File: src/rtl/dsadc_reader_pkg.sv
package dsadc_reader_pkg;

  // Controller phases. The serial clock and chip select are decoded from these.
  typedef enum logic [2:0] {
    RD_IDLE   = 3'd0,  // chip select high, waiting out the poll gap
    RD_TEST   = 3'd1,  // chip select low, clock low, end-of-conversion level settling
    RD_SCK_HI = 3'd2,  // serial clock high phase
    RD_SCK_LO = 3'd3,  // serial clock low phase
    RD_DONE   = 3'd4   // chip select high, frame offered downstream
  } rd_state_e;

endpackage

File: src/rtl/dsadc_phase_timer.sv
module dsadc_phase_timer #(
  parameter int W = 16
) (
  input  logic         clk,
  input  logic         rst_n,
  input  logic         restart,
  input  logic [W-1:0] reload_val,
  output logic         tick
);

  logic [W-1:0] cnt_q;
  logic [W-1:0] cnt_d;

  // A phase loaded with value V lasts V+1 cycles and ends on the tick.
  assign tick = (cnt_q == '0);

  always_comb begin
    if (restart || tick) begin
      cnt_d = reload_val;
    end else begin
      cnt_d = cnt_q - 1'b1;
    end
  end

  always_ff @(posedge clk or negedge rst_n) begin
    if (!rst_n) begin
      cnt_q <= '0;
    end else begin
      cnt_q <= cnt_d;
    end
  end

endmodule

File: src/rtl/dsadc_frame_shifter.sv
module dsadc_frame_shifter #(
  parameter int FRAME_W = 32,
  parameter int CNT_W   = 6
) (
  input  logic               clk,
  input  logic               rst_n,
  input  logic               clear,
  input  logic               shift_en,
  input  logic               bit_in,
  output logic [FRAME_W-1:0] frame,
  output logic [CNT_W-1:0]   bit_cnt,
  output logic               full
);

  localparam logic [CNT_W-1:0] FULL_CNT = CNT_W'(FRAME_W);

  logic [FRAME_W-1:0] sreg_q;
  logic [FRAME_W-1:0] sreg_d;
  logic [CNT_W-1:0]   cnt_q;
  logic [CNT_W-1:0]   cnt_d;
  logic               reg_en;

  assign full    = (cnt_q == FULL_CNT);
  assign frame   = sreg_q;
  assign bit_cnt = cnt_q;

  // The first bit shifted in ends up at the most significant position.
  always_comb begin
    reg_en = clear | shift_en;
    sreg_d = sreg_q;
    cnt_d  = cnt_q;
    if (clear) begin
      cnt_d = '0;
    end else if (shift_en) begin
      sreg_d = {sreg_q[FRAME_W-2:0], bit_in};
      cnt_d  = cnt_q + 1'b1;
    end
  end

  always_ff @(posedge clk or negedge rst_n) begin
    if (!rst_n) begin
      sreg_q <= '0;
      cnt_q  <= '0;
    end else if (reg_en) begin
      sreg_q <= sreg_d;
      cnt_q  <= cnt_d;
    end
  end

  AST_NO_OVERSHIFT: assert property (@(posedge clk) disable iff (!rst_n)
    shift_en |-> !full);

  AST_CLEAR_EMPTIES: assert property (@(posedge clk) disable iff (!rst_n)
    clear |=> (cnt_q == '0));

endmodule

File: src/rtl/dsadc_poll_watchdog.sv
module dsadc_poll_watchdog #(
  parameter int W = 16
) (
  input  logic         clk,
  input  logic         rst_n,
  input  logic         poll_busy,
  input  logic         poll_ready,
  input  logic [W-1:0] max_polls,
  output logic         timeout
);

  logic [W-1:0] cnt_q;
  logic [W-1:0] cnt_d;
  logic [W:0]   cnt_inc;
  logic         tmo_q;
  logic         tmo_d;
  logic         reg_en;

  assign timeout = tmo_q;

  always_comb begin
    reg_en  = poll_busy | poll_ready;
    cnt_d   = cnt_q;
    tmo_d   = tmo_q;
    cnt_inc = {1'b0, cnt_q} + 1'b1;
    if (poll_ready) begin
      cnt_d = '0;
      tmo_d = 1'b0;
    end else if (poll_busy) begin
      if (!(&cnt_q)) begin
        cnt_d = cnt_inc[W-1:0];
      end
      if ((max_polls != '0) && (cnt_inc >= {1'b0, max_polls})) begin
        tmo_d = 1'b1;
      end
    end
  end

  always_ff @(posedge clk or negedge rst_n) begin
    if (!rst_n) begin
      cnt_q <= '0;
      tmo_q <= 1'b0;
    end else if (reg_en) begin
      cnt_q <= cnt_d;
      tmo_q <= tmo_d;
    end
  end

  AST_TMO_ON_POLL: assert property (@(posedge clk) disable iff (!rst_n)
    $rose(tmo_q) |-> $past(poll_busy));

  AST_TMO_CLEARED: assert property (@(posedge clk) disable iff (!rst_n)
    poll_ready |=> !tmo_q);

  AST_TMO_DISABLED: assert property (@(posedge clk) disable iff (!rst_n)
    (poll_busy && max_polls == '0 && !tmo_q) |=> !tmo_q);

endmodule

File: src/rtl/dsadc_reader.sv
module dsadc_reader #(
  parameter int FRAME_W = 32,
  parameter int RES_W   = 24,
  parameter int DIV_W   = 8,
  parameter int GAP_W   = 16,
  parameter int POLL_W  = 16
) (
  input  logic                     clk,
  input  logic                     rst_n,
  input  logic [DIV_W-1:0]         cfg_half_div,
  input  logic [GAP_W-1:0]         cfg_gap,
  input  logic [POLL_W-1:0]        cfg_max_polls,
  output logic                     sck_o,
  output logic                     cs_n_o,
  input  logic                     sdo_i,
  output logic                     m_valid,
  input  logic                     m_ready,
  output logic [FRAME_W-RES_W-1:0] m_status,
  output logic [RES_W-1:0]         m_result,
  output logic                     err_timeout
);

  import dsadc_reader_pkg::*;

  localparam int STAT_W = FRAME_W - RES_W;
  localparam int CNT_W  = $clog2(FRAME_W + 1);
  localparam int TMR_W  = (DIV_W > GAP_W) ? DIV_W : GAP_W;

  // The reset is asserted asynchronously and released on a clock edge.
  logic rst_meta_q;
  logic rst_n_s;

  always_ff @(posedge clk or negedge rst_n) begin
    if (!rst_n) begin
      rst_meta_q <= 1'b0;
      rst_n_s    <= 1'b0;
    end else begin
      rst_meta_q <= 1'b1;
      rst_n_s    <= rst_meta_q;
    end
  end

  rd_state_e          state_q;
  rd_state_e          state_d;
  logic               tick;
  logic               tmr_restart;
  logic [TMR_W-1:0]   tmr_reload;
  logic               shift_en;
  logic               frame_clear;
  logic               poll_busy;
  logic               poll_ready;
  logic [FRAME_W-1:0] frame;
  logic [CNT_W-1:0]   bit_cnt;
  logic               frame_full;

  // Next-state logic. Every timed phase ends on the shared timer tick.
  always_comb begin
    state_d     = state_q;
    shift_en    = 1'b0;
    poll_busy   = 1'b0;
    poll_ready  = 1'b0;
    tmr_restart = 1'b0;
    frame_clear = 1'b0;
    unique case (state_q)
      RD_IDLE: begin
        if (tick) state_d = RD_TEST;
      end
      RD_TEST: begin
        if (tick) begin
          if (sdo_i) begin
            state_d   = RD_IDLE;
            poll_busy = 1'b1;
          end else begin
            state_d    = RD_SCK_HI;
            poll_ready = 1'b1;
            shift_en   = 1'b1;
          end
        end
      end
      RD_SCK_HI: begin
        if (tick) state_d = RD_SCK_LO;
      end
      RD_SCK_LO: begin
        if (tick) begin
          if (frame_full) begin
            state_d = RD_DONE;
          end else begin
            state_d  = RD_SCK_HI;
            shift_en = 1'b1;
          end
        end
      end
      RD_DONE: begin
        if (m_ready) begin
          state_d     = RD_IDLE;
          tmr_restart = 1'b1;
          frame_clear = 1'b1;
        end
      end
      default: state_d = RD_IDLE;
    endcase
  end

  // The reload value is picked by the phase being entered.
  always_comb begin
    if (state_d == RD_IDLE) begin
      tmr_reload = TMR_W'(cfg_gap);
    end else begin
      tmr_reload = TMR_W'(cfg_half_div);
    end
  end

  always_ff @(posedge clk or negedge rst_n_s) begin
    if (!rst_n_s) begin
      state_q <= RD_IDLE;
    end else begin
      state_q <= state_d;
    end
  end

  dsadc_phase_timer #(
    .W (TMR_W)
  ) u_timer (
    .clk        (clk),
    .rst_n      (rst_n_s),
    .restart    (tmr_restart),
    .reload_val (tmr_reload),
    .tick       (tick)
  );

  dsadc_frame_shifter #(
    .FRAME_W (FRAME_W),
    .CNT_W   (CNT_W)
  ) u_shifter (
    .clk      (clk),
    .rst_n    (rst_n_s),
    .clear    (frame_clear),
    .shift_en (shift_en),
    .bit_in   (sdo_i),
    .frame    (frame),
    .bit_cnt  (bit_cnt),
    .full     (frame_full)
  );

  dsadc_poll_watchdog #(
    .W (POLL_W)
  ) u_watchdog (
    .clk        (clk),
    .rst_n      (rst_n_s),
    .poll_busy  (poll_busy),
    .poll_ready (poll_ready),
    .max_polls  (cfg_max_polls),
    .timeout    (err_timeout)
  );

  // All outputs are decoded from registered state only.
  assign sck_o    = (state_q == RD_SCK_HI);
  assign cs_n_o   = (state_q == RD_IDLE) || (state_q == RD_DONE);
  assign m_valid  = (state_q == RD_DONE);
  assign m_status = frame[FRAME_W-1 -: STAT_W];
  assign m_result = frame[RES_W-1:0];

  AST_SCK_RISE_UNDER_CS: assert property (@(posedge clk) disable iff (!rst_n_s)
    $rose(sck_o) |-> (!cs_n_o && $past(!cs_n_o)));

  AST_CS_RISE_FRAME_EDGE: assert property (@(posedge clk) disable iff (!rst_n_s)
    $rose(cs_n_o) |-> (bit_cnt == '0 || frame_full));

  AST_VALID_FULL: assert property (@(posedge clk) disable iff (!rst_n_s)
    m_valid |-> frame_full);

  AST_VALID_HOLD: assert property (@(posedge clk) disable iff (!rst_n_s)
    (m_valid && !m_ready) |=> (m_valid && $stable(m_status) && $stable(m_result)));

  AST_NO_POLL_PENDING: assert property (@(posedge clk) disable iff (!rst_n_s)
    (m_valid && !m_ready) |=> cs_n_o);

endmodule

File: config.mk
export PLATFORM = sky130hd
export DESIGN_NAME = dsadc_reader
export DESIGN_NICKNAME = d
export VERILOG_FILES = /design/src/rtl/dsadc_reader_pkg.sv /design/src/rtl/dsadc_phase_timer.sv /design/src/rtl/dsadc_frame_shifter.sv /design/src/rtl/dsadc_poll_watchdog.sv /design/src/rtl/dsadc_reader.sv
export SDC_FILE = /design/constraint.sdc
export NUM_CORES = 1
export LEC_CHECK = 0
export CORE_MARGIN = 2
export CORE_UTILIZATION = 52
export DETAILED_ROUTE_END_ITERATION = 6
export PLACE_DENSITY_LB_ADDON = 0.25
export SLEW_MARGIN = 20
export SYNTH_ARGS = -nofsm -noshare
export SYNTH_HDL_FRONTEND = slang
export SYNTH_SLANG_ARGS = --single-unit
File: constraint.sdc
create_clock -name clk -period 2.75 [get_ports clk]
set_input_delay 0.4125 -clock clk [delete_from_list [all_inputs] [get_ports clk]]
set_output_delay 0.4125 -clock clk [all_outputs]
set_load 0.02 [all_outputs]
Word-level counts from Yosys, hierarchy flattened
Cells that the tools add are included.

storage, ports and cells
  input port bits = 44
  bits in registers = 76

operators by class
  multiplexer cells = 29
  reduce and logical (&&, ||, !) cells = 15
  equality and inequality tests = 6
  bitwise operators = 3
  add/sub/neg operators = 3
  order comparisons = 1

operators by type and width
  operator                                                count
  two-way mux 16 bit                                      5
  two-way mux 3 bit                                       6
  adder 16 x 1 -> 17 bit (second input constant)          1
  >= comparator 17 x 16 -> 1 bit                          1
  zero test 16 bit                                        1
  AND reduction 16 bit                                    1
  nonzero test 16 bit                                     1
  subtractor 16 x 1 -> 16 bit (second input constant)     1
  case mux 3 bit (5 select lines)                         1
  two-way mux 1 bit                                       13
  two-way mux 6 bit                                       2
  AND reduction 3 bit                                     3
  adder 6 x 1 -> 6 bit (second input constant)            1
  equality test 3 x 2 -> 1 bit (second input constant)    2
  equality test 6 bit (second input constant)             1
  zero test 3 bit                                         2
  nonzero test 2 bit                                      3
  equality test 3 x 1 -> 1 bit (second input constant)    1
  equality test 3 bit (second input constant)             1
  logical OR 1 bit                                        2
  two-way mux 2 bit                                       1
  inequality test 2 x 1 -> 1 bit (second input constant)  1
  bitwise OR 1 bit                                        2
  case mux 1 bit (2 select lines)                         1
  3 further kinds                                         3

Longest topological paths before layout
  depth in word-level cells = 7
  depth in mapped cells = 12
  mapped depth without buffers = 12

Modules after synthesis
Synthesis repeated with hierarchy kept, for this count alone.

unflattened totals
  cell total of the unflattened synthesis = 407
  area total of the unflattened synthesis = 4495.6 um^2

by module, submodules not included
  module               instances  area an instance (um^2)  cells each  seq. area each (um^2)
  dsadc_frame_shifter  1          1662.8                   99          950.9
  dsadc_poll_watchdog  1          1481.4                   170         425.4
  dsadc_phase_timer    1          919.6                    92          400.4
  dsadc_reader         1          431.7                    46          125.1

Least setup slack after synthesis
Ideal clock, no wire load.

  path kind = register -> register
  from = reg u_timer.cnt_q[7]
  to = reg u_timer.cnt_q[1]
  period minus slack after synthesis = 2947 ps
  stages on the path, launching flop included = 9
  arrival = 2812 ps
  setup time = 135 ps
  slack = -197 ps
  required time = 2615 ps
  path through = dfrtp_1 > or4_4 > or4_4 > buf_6 > o311a_4 > a311oi_4 > buf_6 > mux2i_1 > mux2i_1

between the ends
  cells in the longest elaborated chain, start to end = 6
  elaborated cells between the ends (all ways) = 10
  those cells by class = mux: 7; reduce/logical: 3

RTL lines
  what                                         RTL line                 RTL
  start: declaration                           dsadc_phase_timer.sv:11  logic [W-1:0] cnt_q;
  start signal: assignment                     dsadc_phase_timer.sv:29  cnt_q <= cnt_d;
  zero test 16 bit (*)                         dsadc_phase_timer.sv:15  assign tick = (cnt_q == '0);
  two-way mux 3 bit, on equally long branches  n/a
  case mux 3 bit (5 select lines)              dsadc_reader.sv:64       unique case (state_q)
  zero test 3 bit                              dsadc_reader.sv:106      if (state_d == RD_IDLE) begin
  two-way mux 16 bit                           dsadc_reader.sv:106
  two-way mux 16 bit (*)                       dsadc_phase_timer.sv:18  if (restart || tick) begin
  via u_timer.cnt_d[1]                         dsadc_phase_timer.sv:12  logic [W-1:0] cnt_d;

Mark *: on every way through the listed nets, which the timed path passes. The rest lies on a longest branch.
A chain may end at the register's enable or synchronous reset.

Worst setup path after layout
  from = reg u_timer.cnt_q[9]
  to = reg u_timer.cnt_q[0]

Same word-level chain as after synthesis.

==> impl_metrics.csv <==
group,metric,value,unit
finish,area_growth,32.0,%
finish,drive_gt1_share,11.8,%
critical_path,crit_path_start_kind,"register",
synth,synth_top_area_share,45.6,%
timing,fin_crit,2.70,ns
clock_tree,cts_num_sinks,76,
route,routed_wl,9.45,mm
synth,synth_top_area_cell,"dfrtp_1",
power_and_ir_drop,power_switching,823,uW
critical_path,reg2reg_slack,0.05,ns
route,viasPerCell,5.41,
global_routing,grt_overflow,0,
clock_tree,h-tree-depth,3,
floorplan,fp-row-count,32,
power_and_ir_drop,p_total,2.68,mW
placement,place.gp.congestion,0.854,
floorplan,die_w,93.6,um
timing,hold_violations,0,
timing,worst_slew_pin_slew,0.576,ns
clock_tree,cts.path.max_buffers,2,
floorplan,start_util,53.7,%
synth,ys.flop_type,"dfrtp_1",
timing,fin_setup_tns,0,ns
placement,dp.cells,660,
floorplan,die_h,93.6,um
timing,clock.fmax,370,MHz
critical_path,crit_path_end_kind,"register",
global_routing,antenna_found_initial,0,
clock_tree,clock-root-buffer,"clkbuf_8",
critical_path,cp.required,2.98,ns
synth,ys_seq_elements,76,
power_and_ir_drop,ir_worst_vdd,0.327,mV
synth,syn-instance-count,469,
critical_path,arrival,2.94,ns
global_routing,grt_usage,23.3,%
timing,finalCritPeriodShare,98.3,%
outcome,status,"complete, no violations",
placement,hpwlAfterDp,7.08,mm
timing,fin_skew,0.0153,ns
floorplan,dieArea,8750,um2
finish,fin_nets,638,
synth,synth_fp_nets,534,
critical_path,r2r_cells,7,
critical_path,regToRegEndpoint,"u_timer.cnt_q[0]",
route,route.detailed.drc,0,
timing,hold_ws,0.210,ns
global_routing,grt_max_degree,32,
route,wl_per_cell,13.9,um
clock_tree,cts_tree,"done",
synth,yosysMostFrequentCell,"nand2_1",
min_path,min_path_type,"in2async",
timing,setup_viol,0,
timing,rsz0062_at_grt,"yes",
synth,synth_edf_count,0,
critical_path,crit_fanout,8,
power_and_ir_drop,power.density,486,nW/um2
synth,synthTopCellsByCount,"nand2_1, dfrtp_1, nor2_1",
global_routing,grt_pass1_wl,16.2,mm
synth,synth_warnings,0,
route,drtAntennaViolNets,0,
route,drt-initial-drc-count,188,
power_and_ir_drop,power_frac_comb,19.8,%
clock_tree,clkTransAtPathRegs,0.09,ns
power_and_ir_drop,seqPwrFrac,50.0,%
synth,synthArstFlopShare,100,%
critical_path,crit_type,"reg2reg",
synth,synth.area.top_cells,"dfrtp_1, nand2_1, ha_1, xnor2_1, nor2_1",
placement,io_buffers,79,
timing,slew_violations,0,
finish,fin_cells,680,
synth,yosys.cell_types.count,44,
route,vias,3680,
synth,avgSynthCellArea,8.89,um2
power_and_ir_drop,p_clk_share,30.2,%
clock_tree,clock_latency,0.36,ns
clock_tree,cts_made_buffers,9,
timing,slew_headroom,61.4,%
floorplan,core-area,7770,um2
synth,syn_area,4170,um2
critical_path,r2r_start,"u_timer.cnt_q[9]",
synth,seq_area_frac_synth,45.6,%
global_routing,first_global_vias,3657,
power_and_ir_drop,leakage,2.67,nW
flow_run,maxCapViolations,0,
power_and_ir_drop,internal-power,1.85,mW
power_and_ir_drop,p_sw_share,30.8,%
finish,diodes,0,
route,dr.pass1.iters,4,
floorplan,pin_count,80,
[critical path: stages (launching register included)]
cell and delay, ns:
dfrtp_1 0.39, or4_4 0.56, or4_4 0.48, o311a_4 0.34, a311oi_4 0.35, buf_12 0.19, mux2i_2 0.20, a21oi_1 0.08
[metal layers]
| metal | global-route usage (%) | up-vias | part of all wire [%] |
|---|---|---|---|
| li1 | - | 1816 | - |
| met1 | 28.1 | 1759 | 43 |
| met2 | 40.5 | 86 | 50 |
| met3 | 5.00 | 19 | 4.1 |
| met4 | 9.66 | 0 | 2.2 |
| met5 | 0 | - | 0 |
[flip-flops by register name, indices dropped and copies added, names as in the netlist]
name and flops:
rst_n_s 1, u_shifter.frame 32, rst_meta_q 1, u_watchdog.timeout 1, u_watchdog.cnt_q 16, state_q 3
u_timer.cnt_q 16, u_shifter.bit_cnt 6
[how the worst max path moves through the flow]
stage / slack (ns) / endpoint / startpoint
finish: 0.05 / u_timer.cnt_q[0] / u_timer.cnt_q[9]
global route: -0.08 / u_watchdog.timeout / u_watchdog.cnt_q[2]
CTS: 0.03 / u_timer.cnt_q[2] / u_timer.cnt_q[9]
detailed placement: 0.01 / u_watchdog.timeout / u_watchdog.cnt_q[1]
global placement: 0.11 / u_watchdog.timeout / u_watchdog.cnt_q[0]
floorplan: -0.12 / u_timer.cnt_q[1] / u_timer.cnt_q[6]
[layout by cell type, fill, tap and decap left out, types with 2 or more instances in the layout]
master,netlist,layout
clkinvlp_4,0,2
a21oi_1,17,17
nand3_1,17,17
ha_1,21,21
a22o_1,5,5
o31ai_1,2,2
a31oi_1,11,11
nand2b_1,5,5
and3_1,3,3
nand4_1,12,12
xor2_1,10,10
nand2_1,116,116
xnor2_1,19,17
clkdlybuf4s50_1,0,79
inv_6,0,3
and4_1,5,5
dfrtp_1,76,75
or4_4,2,2
xnor2_2,0,2
clkbuf_8,0,9
nor2_1,27,26
o21ai_0,19,18
a21o_1,5,5
nor3_1,10,8
mux2i_1,9,8
buf_4,0,29
or3_2,2,2
or2_2,3,3
nor3b_1,2,2
nor4_1,9,9
inv_1,26,25
and2_1,2,3
nor2b_1,2,2
[cell families (layout without fill, tap and decap cells)]
family	after synthesis	in the layout	share of synthesized area, %
other	1	1	0.0899
adders and majority gates	21	21	6.30
buffers and inverters	44	153	4.38
DFF	76	76	45.6
AOI/OAI and AO/OA	67	67	10.6
muxes	10	10	2.43
and+or+nand+nor	221	221	24.5
xor gates and xnor gates	29	29	6.09
[power groups by stage]
stage | clock network [mW] | registers [mW] | logic, mW
CTS | 0.830 | 1.34 | 0.504
global route | 0.886 | 1.36 | 0.587
floorplan | 0 | 1.34 | 0.321
global placement | 0 | 1.35 | 0.484
finish | 0.807 | 1.34 | 0.531
detailed placement | 0 | 1.36 | 0.500
[per-stage QoR]
stage | utilization, % | cell area [um2] | setup WS [ns]
final | 70.9 | 5510 | 0.0473
after global routing | 70.9 | 5510 | -0.0800
after CTS | 70.0 | 5440 | 0.0270
after detailed placement | 67.5 | 5240 | 0.0114
after global placement | 67.5 | 5240 | 0.109
after floorplan | - | 4180 | -0.117
[area by class of cell]
| type | instances | area (um2) |
|---|---|---|
| Multi-Input combinational cell | 349 | 2130 |
| Clock buffer | 9 | 124 |
| Sequential cell | 76 | 1900 |
| Clock inverter | 7 | 57.6 |
| Tap cell | 102 | 128 |
| Fill cell | 614 | 2260 |
| Timing Repair Buffer | 111 | 1060 |
| Inverter | 26 | 97.6 |
[repair_timing]
item | in CTS | in global routing
hold buffers | 0 | 0
gates cloned | 0 | 1
gates resized for setup | 1 | 8
endpoints found under the setup margin | 1 | 16
pin swaps | 1 | 7
buffers inserted | 1 | 2
(Power assumes the default switching activity.)
